==> src/rtl/wdog_pkg.sv <==
package wdog_pkg;
  localparam int DATA_W = 32;
  localparam int OFS_W  = 12;

  localparam logic [OFS_W-1:0] OFS_RELOAD = 12'h000;
  localparam logic [OFS_W-1:0] OFS_COUNT  = 12'h004;
  localparam logic [OFS_W-1:0] OFS_CTRL   = 12'h008;
  localparam logic [OFS_W-1:0] OFS_ACK    = 12'h00C;
  localparam logic [OFS_W-1:0] OFS_RAW    = 12'h010;
  localparam logic [OFS_W-1:0] OFS_MASKED = 12'h014;
  localparam logic [OFS_W-1:0] OFS_KEY    = 12'hC00;
  localparam logic [OFS_W-1:0] OFS_TSTEN  = 12'hF00;
  localparam logic [OFS_W-1:0] OFS_TSTOUT = 12'hF04;
  localparam logic [OFS_W-1:0] OFS_IDLO   = 12'hFD0;

  // Byte held by identification word number idx (0 = lowest address).
  function automatic logic [7:0] id_byte(input logic [3:0] idx);
    case (idx)
      4'd0:    return 8'h04;
      4'd4:    return 8'h24;
      4'd5:    return 8'hB8;
      4'd6:    return 8'h1B;
      4'd8:    return 8'h0D;
      4'd9:    return 8'hF0;
      4'd10:   return 8'h05;
      4'd11:   return 8'hB1;
      default: return 8'h00;
    endcase
  endfunction
endpackage

==> src/rtl/wdog_counter.sv <==
module wdog_counter #(
  parameter int CNT_W = 32
) (
  input  logic             clk,
  input  logic             rst_n,
  input  logic             tick,
  input  logic             reload,
  input  logic [CNT_W-1:0] reload_val,
  input  logic             halt,
  output logic [CNT_W-1:0] count,
  output logic             running,
  output logic             expire
);
  function automatic logic [CNT_W-1:0] step_down(input logic [CNT_W-1:0] c);
    return c - CNT_W'(1);
  endfunction

  // A bus reload in the same cycle suppresses the expiry.
  assign expire = tick && running && (count == '0) && !reload;

  always_ff @(posedge clk or negedge rst_n) begin
    if (!rst_n) begin
      count   <= '1;
      running <= 1'b1;
    end else if (reload) begin
      count   <= reload_val;
      running <= 1'b1;
    end else if (expire) begin
      if (halt) running <= 1'b0;
      else      count   <= reload_val;
    end else if (tick && running) begin
      count <= step_down(count);
    end
  end
endmodule

==> src/rtl/wdog_expiry_ctl.sv <==
module wdog_expiry_ctl (
  input  logic clk,
  input  logic rst_n,
  input  logic expire,
  input  logic clr,
  output logic raw,
  output logic rstat,
  output logic halt
);
  assign halt = expire && raw;

  always_ff @(posedge clk or negedge rst_n) begin
    if (!rst_n) begin
      raw   <= 1'b0;
      rstat <= 1'b0;
    end else begin
      if (clr)                 raw <= 1'b0;
      else if (expire && !raw) raw <= 1'b1;
      if (halt)                rstat <= 1'b1;
    end
  end
endmodule

==> src/rtl/wdog_outsel.sv <==
module wdog_outsel (
  input  logic       tst_en,
  input  logic [1:0] tst_out,
  input  logic       raw,
  input  logic       rstat,
  input  logic       int_en,
  input  logic       rst_en,
  output logic       irq,
  output logic       rst_req
);
  always_comb begin
    if (tst_en) begin
      irq     = tst_out[1];
      rst_req = tst_out[0];
    end else begin
      irq     = raw && int_en;
      rst_req = rstat && rst_en;
    end
  end
endmodule

==> src/rtl/twostage_wdog.sv <==
module twostage_wdog
  import wdog_pkg::*;
#(
  parameter int          VARIANT    = 0,
  parameter int          CNT_W      = 32,
  parameter logic [31:0] UNLOCK_KEY = 32'h1ACCE551
) (
  input  logic        pclk,
  input  logic        presetn,
  input  logic        psel,
  input  logic        penable,
  input  logic        pwrite,
  input  logic [11:0] paddr,
  input  logic [31:0] pwdata,
  output logic [31:0] prdata,
  output logic        pready,
  output logic        pslverr,
  input  logic        cnt_tick,
  output logic        wdog_irq,
  output logic        wdog_rst_req
);
  localparam bit HAS_TEST = (VARIANT == 0);

  logic [OFS_W-1:0] ofs;
  logic             aligned;
  logic             wr_en, wr_ok, wr_load, wr_ctrl, wr_clr, wr_key;
  logic             bus_reload, ctrl_frozen;
  logic [CNT_W-1:0] load_val, reload_val, count;
  logic             running, expire, halt, raw, rstat;
  logic             int_en, rst_en, locked;
  logic             tst_en;
  logic [1:0]       tst_out;
  logic [DATA_W-1:0] rd_word;

  assign ofs         = paddr;
  assign aligned     = (paddr[1:0] == 2'b00);
  assign wr_en       = psel && penable && pwrite && aligned;
  assign wr_key      = wr_en && (ofs == OFS_KEY);
  assign wr_ok       = wr_en && !locked;
  assign ctrl_frozen = (VARIANT != 0) && int_en;
  assign wr_load     = wr_ok && (ofs == OFS_RELOAD);
  assign wr_ctrl     = wr_ok && (ofs == OFS_CTRL) && !ctrl_frozen;
  assign wr_clr      = wr_ok && (ofs == OFS_ACK);
  assign bus_reload  = wr_load || wr_clr;
  assign reload_val  = wr_load ? pwdata[CNT_W-1:0] : load_val;

  always_ff @(posedge pclk or negedge presetn) begin
    if (!presetn) begin
      load_val <= '1;
      int_en   <= 1'b0;
      rst_en   <= 1'b0;
      locked   <= 1'b0;
    end else begin
      if (wr_load) load_val <= pwdata[CNT_W-1:0];
      if (wr_ctrl) begin
        int_en <= pwdata[0];
        rst_en <= pwdata[1];
      end
      if (wr_key) locked <= (pwdata != UNLOCK_KEY);
    end
  end

  generate
    if (HAS_TEST) begin : g_test
      always_ff @(posedge pclk or negedge presetn) begin
        if (!presetn) begin
          tst_en  <= 1'b0;
          tst_out <= 2'b00;
        end else begin
          if (wr_ok && (ofs == OFS_TSTEN))  tst_en  <= pwdata[0];
          if (wr_ok && (ofs == OFS_TSTOUT)) tst_out <= pwdata[1:0];
        end
      end
    end else begin : g_no_test
      assign tst_en  = 1'b0;
      assign tst_out = 2'b00;
    end
  endgenerate

  wdog_counter #(.CNT_W(CNT_W)) u_counter (
    .clk        (pclk),
    .rst_n      (presetn),
    .tick       (cnt_tick),
    .reload     (bus_reload),
    .reload_val (reload_val),
    .halt       (halt),
    .count      (count),
    .running    (running),
    .expire     (expire)
  );

  wdog_expiry_ctl u_expiry (
    .clk    (pclk),
    .rst_n  (presetn),
    .expire (expire),
    .clr    (wr_clr),
    .raw    (raw),
    .rstat  (rstat),
    .halt   (halt)
  );

  wdog_outsel u_outsel (
    .tst_en  (tst_en),
    .tst_out (tst_out),
    .raw     (raw),
    .rstat   (rstat),
    .int_en  (int_en),
    .rst_en  (rst_en),
    .irq     (wdog_irq),
    .rst_req (wdog_rst_req)
  );

  always_comb begin
    rd_word = '0;
    if (aligned) begin
      case (ofs)
        OFS_RELOAD: rd_word = DATA_W'(load_val);
        OFS_COUNT:  rd_word = DATA_W'(count);
        OFS_CTRL:   rd_word = DATA_W'({rst_en, int_en});
        OFS_RAW:    rd_word = DATA_W'(raw);
        OFS_MASKED: rd_word = DATA_W'(raw && int_en);
        OFS_KEY:    rd_word = DATA_W'(locked);
        OFS_TSTEN:  rd_word = DATA_W'(tst_en);
        default: begin
          if (ofs >= OFS_IDLO) rd_word = DATA_W'(id_byte(ofs[5:2] - 4'd4));
        end
      endcase
    end
  end

  assign prdata  = rd_word;
  assign pready  = 1'b1;
  assign pslverr = 1'b0;
endmodule

==> config.mk <==
export PLATFORM = sky130hd
export DESIGN_NAME = twostage_wdog
export DESIGN_NICKNAME = d
export VERILOG_FILES = /design/src/rtl/wdog_pkg.sv /design/src/rtl/wdog_counter.sv /design/src/rtl/wdog_expiry_ctl.sv /design/src/rtl/wdog_outsel.sv /design/src/rtl/twostage_wdog.sv
export SDC_FILE = /design/constraint.sdc
export NUM_CORES = 1
export LEC_CHECK = 0
export BUFFER_PORTS_ARGS = -buffer_cell sky130_fd_sc_hd__buf_2
export CORE_ASPECT_RATIO = 1.5
export CORE_UTILIZATION = 35
export CTS_BUF_LIST = sky130_fd_sc_hd__clkbuf_2 sky130_fd_sc_hd__clkbuf_4 sky130_fd_sc_hd__clkbuf_8
export CTS_CLUSTER_DIAMETER = 120
export DETAILED_ROUTE_END_ITERATION = 10
export PLACE_DENSITY = 0.57
export SLEW_MARGIN = 20
export SYNTH_ARGS = -nofsm -noshare
export SYNTH_HDL_FRONTEND = slang
export SYNTH_HIERARCHICAL = 1
export SYNTH_SLANG_ARGS = --single-unit
==> constraint.sdc <==
create_clock -name pclk -period 2.9 [get_ports pclk]
set_input_delay 0.435 -clock pclk [delete_from_list [all_inputs] [get_ports pclk]]
set_output_delay 0.435 -clock pclk [all_outputs]
set_load 0.005 [all_outputs]
## Word-level counts from Yosys, hierarchy flattened

Memory sizes are Yosys's and may differ from the RTL's.
Cells that the tools add are included.

- Register bits after elaboration: 73
- Memory bits (read-only): 128
- Input bits: 50
- Output and inout port bits: 36
- Word-level logic and storage cells: 69
- Memories: 1

- $add $sub $neg: 2
- $lt $le $gt $ge: 1
- Equality and inequality tests: 10
- Muxes and demuxes: 15
- Reductions and logical operators: 30

Memories:

| name | depth | bits a word | read ports | clocked after Yosys merged registers in | wr ports | RTL line | source |
|---|---|---|---|---|---|---|---|
| (name not given) | 16 | 8 | 1 | 0 | 0 | wdog_pkg.sv:18 | `case (idx)` |

Operator list:

| cell | number |
|---|---|
| case mux 32 bit (7 select lines) | 1 |
| two-way mux 32 bit | 6 |
| equality test 12 bit, second input constant | 3 |
| logical NOT 32 bit | 1 |
| != test 32 x 29 -> 1 bit, second input constant | 1 |
| subtractor 32 x 1 -> 32 bit, second input constant | 1 |
| equality test 12 x 4 -> 1 bit, second input constant | 2 |
| equality test 12 x 5 -> 1 bit, second input constant | 2 |
| logical AND 1 bit | 17 |
| equality test 12 x 3 -> 1 bit, second input constant | 1 |
| greater-or-equal comparator 12 bit, second input constant | 1 |
| logical NOT 12 bit | 1 |
| two-way mux 8 bit | 1 |
| two-way mux 1 bit | 7 |
| nonzero test 2 bit | 3 |
| AND reduction 2 bit | 2 |
| subtractor 4 x 3 -> 4 bit, second input constant | 1 |
| logical NOT 1 bit | 3 |
| != test 3 bit, second input constant | 1 |
| nonzero test 3 bit | 1 |
| logical NOT 2 bit | 1 |
| logical OR 1 bit | 1 |

## Depth between registers and ports, before layout

- Depth in word-level cells: 12
- Mapped depth: 16
- Depth with buffers taken out: 12

## By module

Netlist, hierarchy kept.

Modules (own cells, without submodules):

| module | times used | cells each | area each (µm²) | seq. area each (µm²) |
|---|---|---|---|---|
| twostage_wdog | 1 | 223 | 2553.7 | 991.0 |
| wdog_counter | 1 | 255 | 2220.9 | 867.1 |
| wdog_expiry_ctl | 1 | 5 | 73.8 | 50.0 |
| wdog_outsel | 1 | 6 | 25.0 | 0.0 |

## Worst setup path before layout

Ideal clock, no wire load.

- Path type: input port to flip-flop
- Start: input paddr[4]
- End: register u_counter.count[13]
- Library setup time: 0.094 ns
- Data arrival time: 3.753 ns
- Required time: 2.806 ns
- Setup slack: -0.947 ns
- Stages on the path: 16
- Buffers on the path: 4
- Cell sequence: inv_1 > ha_1 > nor3b_2 > nand3_1 > nor4_4 > buf_6 > or2_2 > buf_2 > clkbuf_1 > nor3_1 > and2_1 > a41oi_4 > or2_1 > clkbuf_1 > a21oi_1 > a311oi_1

- Word-level cells in the longest chain between the ends: 8
- Elaborated cells on any way between the ends: 15
- Those cells by class: 2 x eq/ne; 4 x mux; 9 x reduce/logical

Ends and longest elaborated chain:

| what | RTL line | source |
|---|---|---|
| start: declaration | twostage_wdog.sv:13 | `input logic [11:0] paddr,` |
| equality test 12 x 4 -> 1 bit / logical NOT 12 bit (equally long branches) | twostage_wdog.sv:43, twostage_wdog.sv:41 |  |
| logical AND 1 bit (on tied branches) | twostage_wdog.sv:43, twostage_wdog.sv:41 |  |
| logical OR 1 bit (*) | twostage_wdog.sv:44 | `assign bus_reload = wr_load \|\| wr_clr;` |
| via bus_reload | twostage_wdog.sv:27 | `logic bus_reload, ctrl_frozen;` |
| logical NOT 1 bit (*) | wdog_counter.sv:19 | `assign expire = tick && running && (count == '0) && !reload;` |
| logical AND 1 bit (*) | wdog_counter.sv:19 |  |
| via expire | twostage_wdog.sv:29 | `logic running, expire, halt, raw, rstat;` |
| logical AND 1 bit (*) | wdog_expiry_ctl.sv:10 | `assign halt = expire && raw;` |
| via halt | twostage_wdog.sv:29 |  |
| != test 3 bit (no line) (*) | n/a |  |
| AND reduction 2 bit (no line) (*) | n/a |  |
| end signal: assignment | wdog_counter.sv:26 | `count <= reload_val;` |
| end signal: assignment | wdog_counter.sv:30 | `else count <= reload_val;` |
| end signal: assignment | wdog_counter.sv:32 | `count <= step_down(count);` |
| end: declaration | wdog_counter.sv:10 | `output logic [CNT_W-1:0] count,` |

Mark *: on every way through the listed nets, which the timed path passes. The rest lies on a longest branch. The select of a mux whose other input is x is not followed.
A chain may end at the register's enable or synchronous reset.

## Worst setup path in the final report

- Start: register u_counter.count[1]
- End: register u_counter.count[19]

- Word-level cells in the longest chain between the ends: 6
- Elaborated cells on any way between the ends: 11
- Those cells by class: 1 x add/sub; 1 x eq/ne; 3 x mux; 6 x reduce/logical

Ends and longest elaborated chain:

| what | RTL line |
|---|---|
| logical NOT 32 bit | wdog_counter.sv:19 |
| logical AND 1 bit (2 in series) | wdog_counter.sv:19 |
| via expire | twostage_wdog.sv:29 |
| logical AND 1 bit | wdog_expiry_ctl.sv:10 |
| via halt | twostage_wdog.sv:29 |
| != test 3 bit (no line) | n/a |
| AND reduction 2 bit (no line) | n/a |

The timed path passes the listed nets, and every way through them passes these cells. The select of a mux whose other input is x is not followed.

==> metrics.cfg <==
[status]
outcome=complete, but fails checks
violations=DRC

[power_and_ir_drop]
clockPowerShare_pct=38.9
max-vdd-ir-drop_v=0.000231
switchingPower_uw=525
combPwrFrac_pct=8.2
seq_power_share_pct=52.9
p_leak_nw=2.65
netSwitchingFraction_pct=27.1
p_per_area_nw_per_um2=314
internal-power_mw=1.41

[layout]
areaGrowthSynthToFinish_pct=26.6
nNetsFinal=678
multi_input_area_sq_um=2890
diodes=0
n_fill_cell=1319
drive_gt1_share_pct=47.8
post-route-cell-area_sq_um=6170
regArea_sq_um=1910

[critical_path]
crit_buf_inv=2
crit_slowest_cell=or3b_4
endpoint=u_counter/count[19]$_DFFE_PN1P_
ff2ff_path_depth=12
cp.depth=12
crit_fanout=9
cp-end-kind=flip-flop
critPathLaunch=u_counter/count[1]$_DFFE_PN1P_
path_cells=inv_1 > ha_4 > or3b_4 > nor4_4 > nand2_2 > nor3_4 > and2_4 > a41oi_4 > o21ai_4 > buf_6 > nor2_1 > a211oi_1
cp.required_ns=3.17
cp-start-kind=flip-flop
max_stage_delay_ns=0.39
crit-reg2reg-launch=u_counter/count[1]$_DFFE_PN1P_
arrival_ns=3.01
r2r_end=u_counter/count[19]$_DFFE_PN1P_
crit_family=simple AND/OR/NAND/NOR gates
reg2reg_setup_slack_ns=0.16
path_class=reg -> reg

[yosys]
synth.mux.area_fraction_pct=10.8
synthFlopType=dfstp_2
synthSimpleGateAreaFrac_pct=22.1
yosysWarnings=6
synth.distinct_cells=66
synth_top_family_by_area=simple AND/OR/NAND/NOR gates
syn_avg_cell_area_sq_um=9.97
ys_seq_elements=73
ys_seq_area_share_pct=39.2
synthAdderAreaFrac_pct=2.31
synthXorXnorAreaFrac_pct=0.359
syn_nets=548
syn_area_sq_um=4870
synth_compound_area_share_pct=21.4
syn_inst=489
async_flop_share_pct=100
synth-edff-count=0

[placement]
place.gp.congestion=0.882
dp_hpwl_mm=12.2
place_area_sq_um=5910
io_buffers=83

[detailed_routing]
ant_nets=0
dr.first_iter.drc_count=222
num_vias=4601
vias_per_cell=5.85
drc=3
drt_wl_total_mm=16.0
first_pass_iters=10
wl_per_cell_um=20.4

[cts]
clock-sinks=73
cts_tree=yes
ctsHoldBuffers=0
h-tree-depth=3
numCtsBuffers=9
cts_root_buf=clkbuf_8
clkTransAtPathRegs_ns=0.08
clock_latency_ns=0.37
clk_path_buf_depth=2

[timing]
report.final.slew_viol_count=0
tightest_slew_ns=0.813
post-route-period-util_pct=94.4
fmax_mhz=365
fin_tns_setup_ns=0
finalSetupViolations=0
hold_viol=0
rsz0062_at_grt=false
finalCriticalPeriod_ns=2.74
slew_headroom_pct=45.8
fin_skew_ns=0.0148
whs_ns=0.176

[die]
die_w_um=98.3
initial_utilization_pct=36.0
core_sq_um=13500
row_count=52
io_pins=86
fp.dieH_um=147
fp.dieArea_sq_um=14400

[global_routing]
grt-ovfl-total=0
grt_usage_pct=22.4
antenna_found_initial=0
grt_pass1_wl_mm=24.8
grt_pass1_vias=4600
grt_max_degree=35

[worst_hold_path]
hp-class=in -> async

[job]
cap_violations=0

state kept, by name, indices dropped and copies added (netlist names):
name               cells
load_val              32
rst_en                 1
int_en                 1
tst_out                2
u_counter/running      1
u_expiry/raw           1
locked                 1
u_counter/count       32
tst_en                 1
u_expiry/rstat         1
worst reg2reg max path, stage by stage (launching register included):
cell and delay [ns]:
dfstp_2 0.38, inv_1 0.10, ha_4 0.15, or3b_4 0.39, nor4_4 0.31, nand2_2 0.11
nor3_4 0.13, and2_4 0.18, a41oi_4 0.16, o21ai_4 0.26, buf_6 0.18, nor2_1 0.05
a211oi_1 0.24
power groups by stage:
stage          registers (mW)  clock network (mW)  logic (mW)
2_1_floorplan            1.04                   0      0.0506
4_1_cts                  1.03               0.788       0.158
6_report                 1.03               0.755       0.159
3_3_place_gp             1.04                   0       0.154
3_5_place_dp             1.04                   0       0.158
5_1_grt                  1.03               0.829       0.175
cells by family after synthesis:
kind of cell	after synthesis
DFF	73
adders and majority gates	9
other	2
muxes	37
and+or+nand+nor	187
buffers and inverters	35
AOI/OAI and AO/OA	144
xor gates and xnor gates	2
through the flow:
stage	worst slack (ns)	power (mW)	instances	util [%]
2_1_floorplan	-0.400	1.09	489	-
3_3_place_gp	-0.00609	1.20	768	43.7
3_5_place_dp	-0.0365	1.20	768	43.7
4_1_cts	0.0674	1.97	784	45.1
5_1_grt	0.0138	2.03	786	45.6
6_report	0.162	1.94	786	45.6
final cells by class:
type	count	share of cell area [%]
clock buffer	9	2.01
tap	162	3.28
inverter	11	0.669
multi-input combinational	381	46.8
clock inverter	7	0.993
timing repair buffer	143	15.3
sequential	73	30.9
worst min path at each step:
stage                                       to  slack, ns  cells past startpoint
floorplan                   int_en$_DFFE_PN0P_       0.14                      0
global placement    u_expiry/rstat$_DFFE_PN0P_       0.45                      1
detailed placement  u_expiry/rstat$_DFFE_PN0P_       0.45                      1
CTS                         rst_en$_DFFE_PN0P_       0.18                      1
global route                rst_en$_DFFE_PN0P_       0.22                      1
finish                      rst_en$_DFFE_PN0P_       0.18                      1
cells in the mapped netlist, types with 11 or more instances:
cell type,instances,share of area [%]
dfstp_2,65,35
nand2_1,29,2.2
a21oi_1,28,2.9
mux2_4,29,8.9
nor4_1,13,1.7
nor2_1,36,2.8
nor3_1,24,2.5
o21ai_0,21,2.2
a22o_1,28,5.0
nand4_1,12,1.5
nand3_1,12,1.2
inv_1,11,0.85
cells in the final DEF (no fill, tap or decap), drive strengths merged, types with 3 or more instances in the layout:
cell type and instances:
buf 143, dfstp 65, nor2 39, mux2 37
nand2 29, a22o 28, a21oi 28, nor3 28
o21ai 26, nor4 15, inv 15, nand4 12
nand3 12, a22oi 9, clkbuf 9, or3 9
ha 9, a311oi 9, or4 9, dfrtp 8
a211oi 7, and3 6, o22ai 6, and2 5
nor4bb 4, o211ai 4, or2 4, and4 3
o22a 3, a21o 3, nor3b 3
what timing repair did:
item                                    in CTS  in global routing
resized for setup                            2                 12
endpoints found under the setup margin      12                 28
setup buffers                                0                  1
gates cloned                                 0                  1
hold endpoints to repair                     0                  0
pin swaps                                    1                  4
routing by layer:
metal  up-vias  share of wire, %  wire (um)  global-route usage, %
met1      2273                38       6090                   24.6
met4         0               3.1        492                   8.73
met5         -                 0          0                      0
li1       2151                 -          -                      -
met2       150                54       8730                   42.3
met3        27               4.5        727                   3.64
Note: power is estimated with default switching activity, not from simulation.
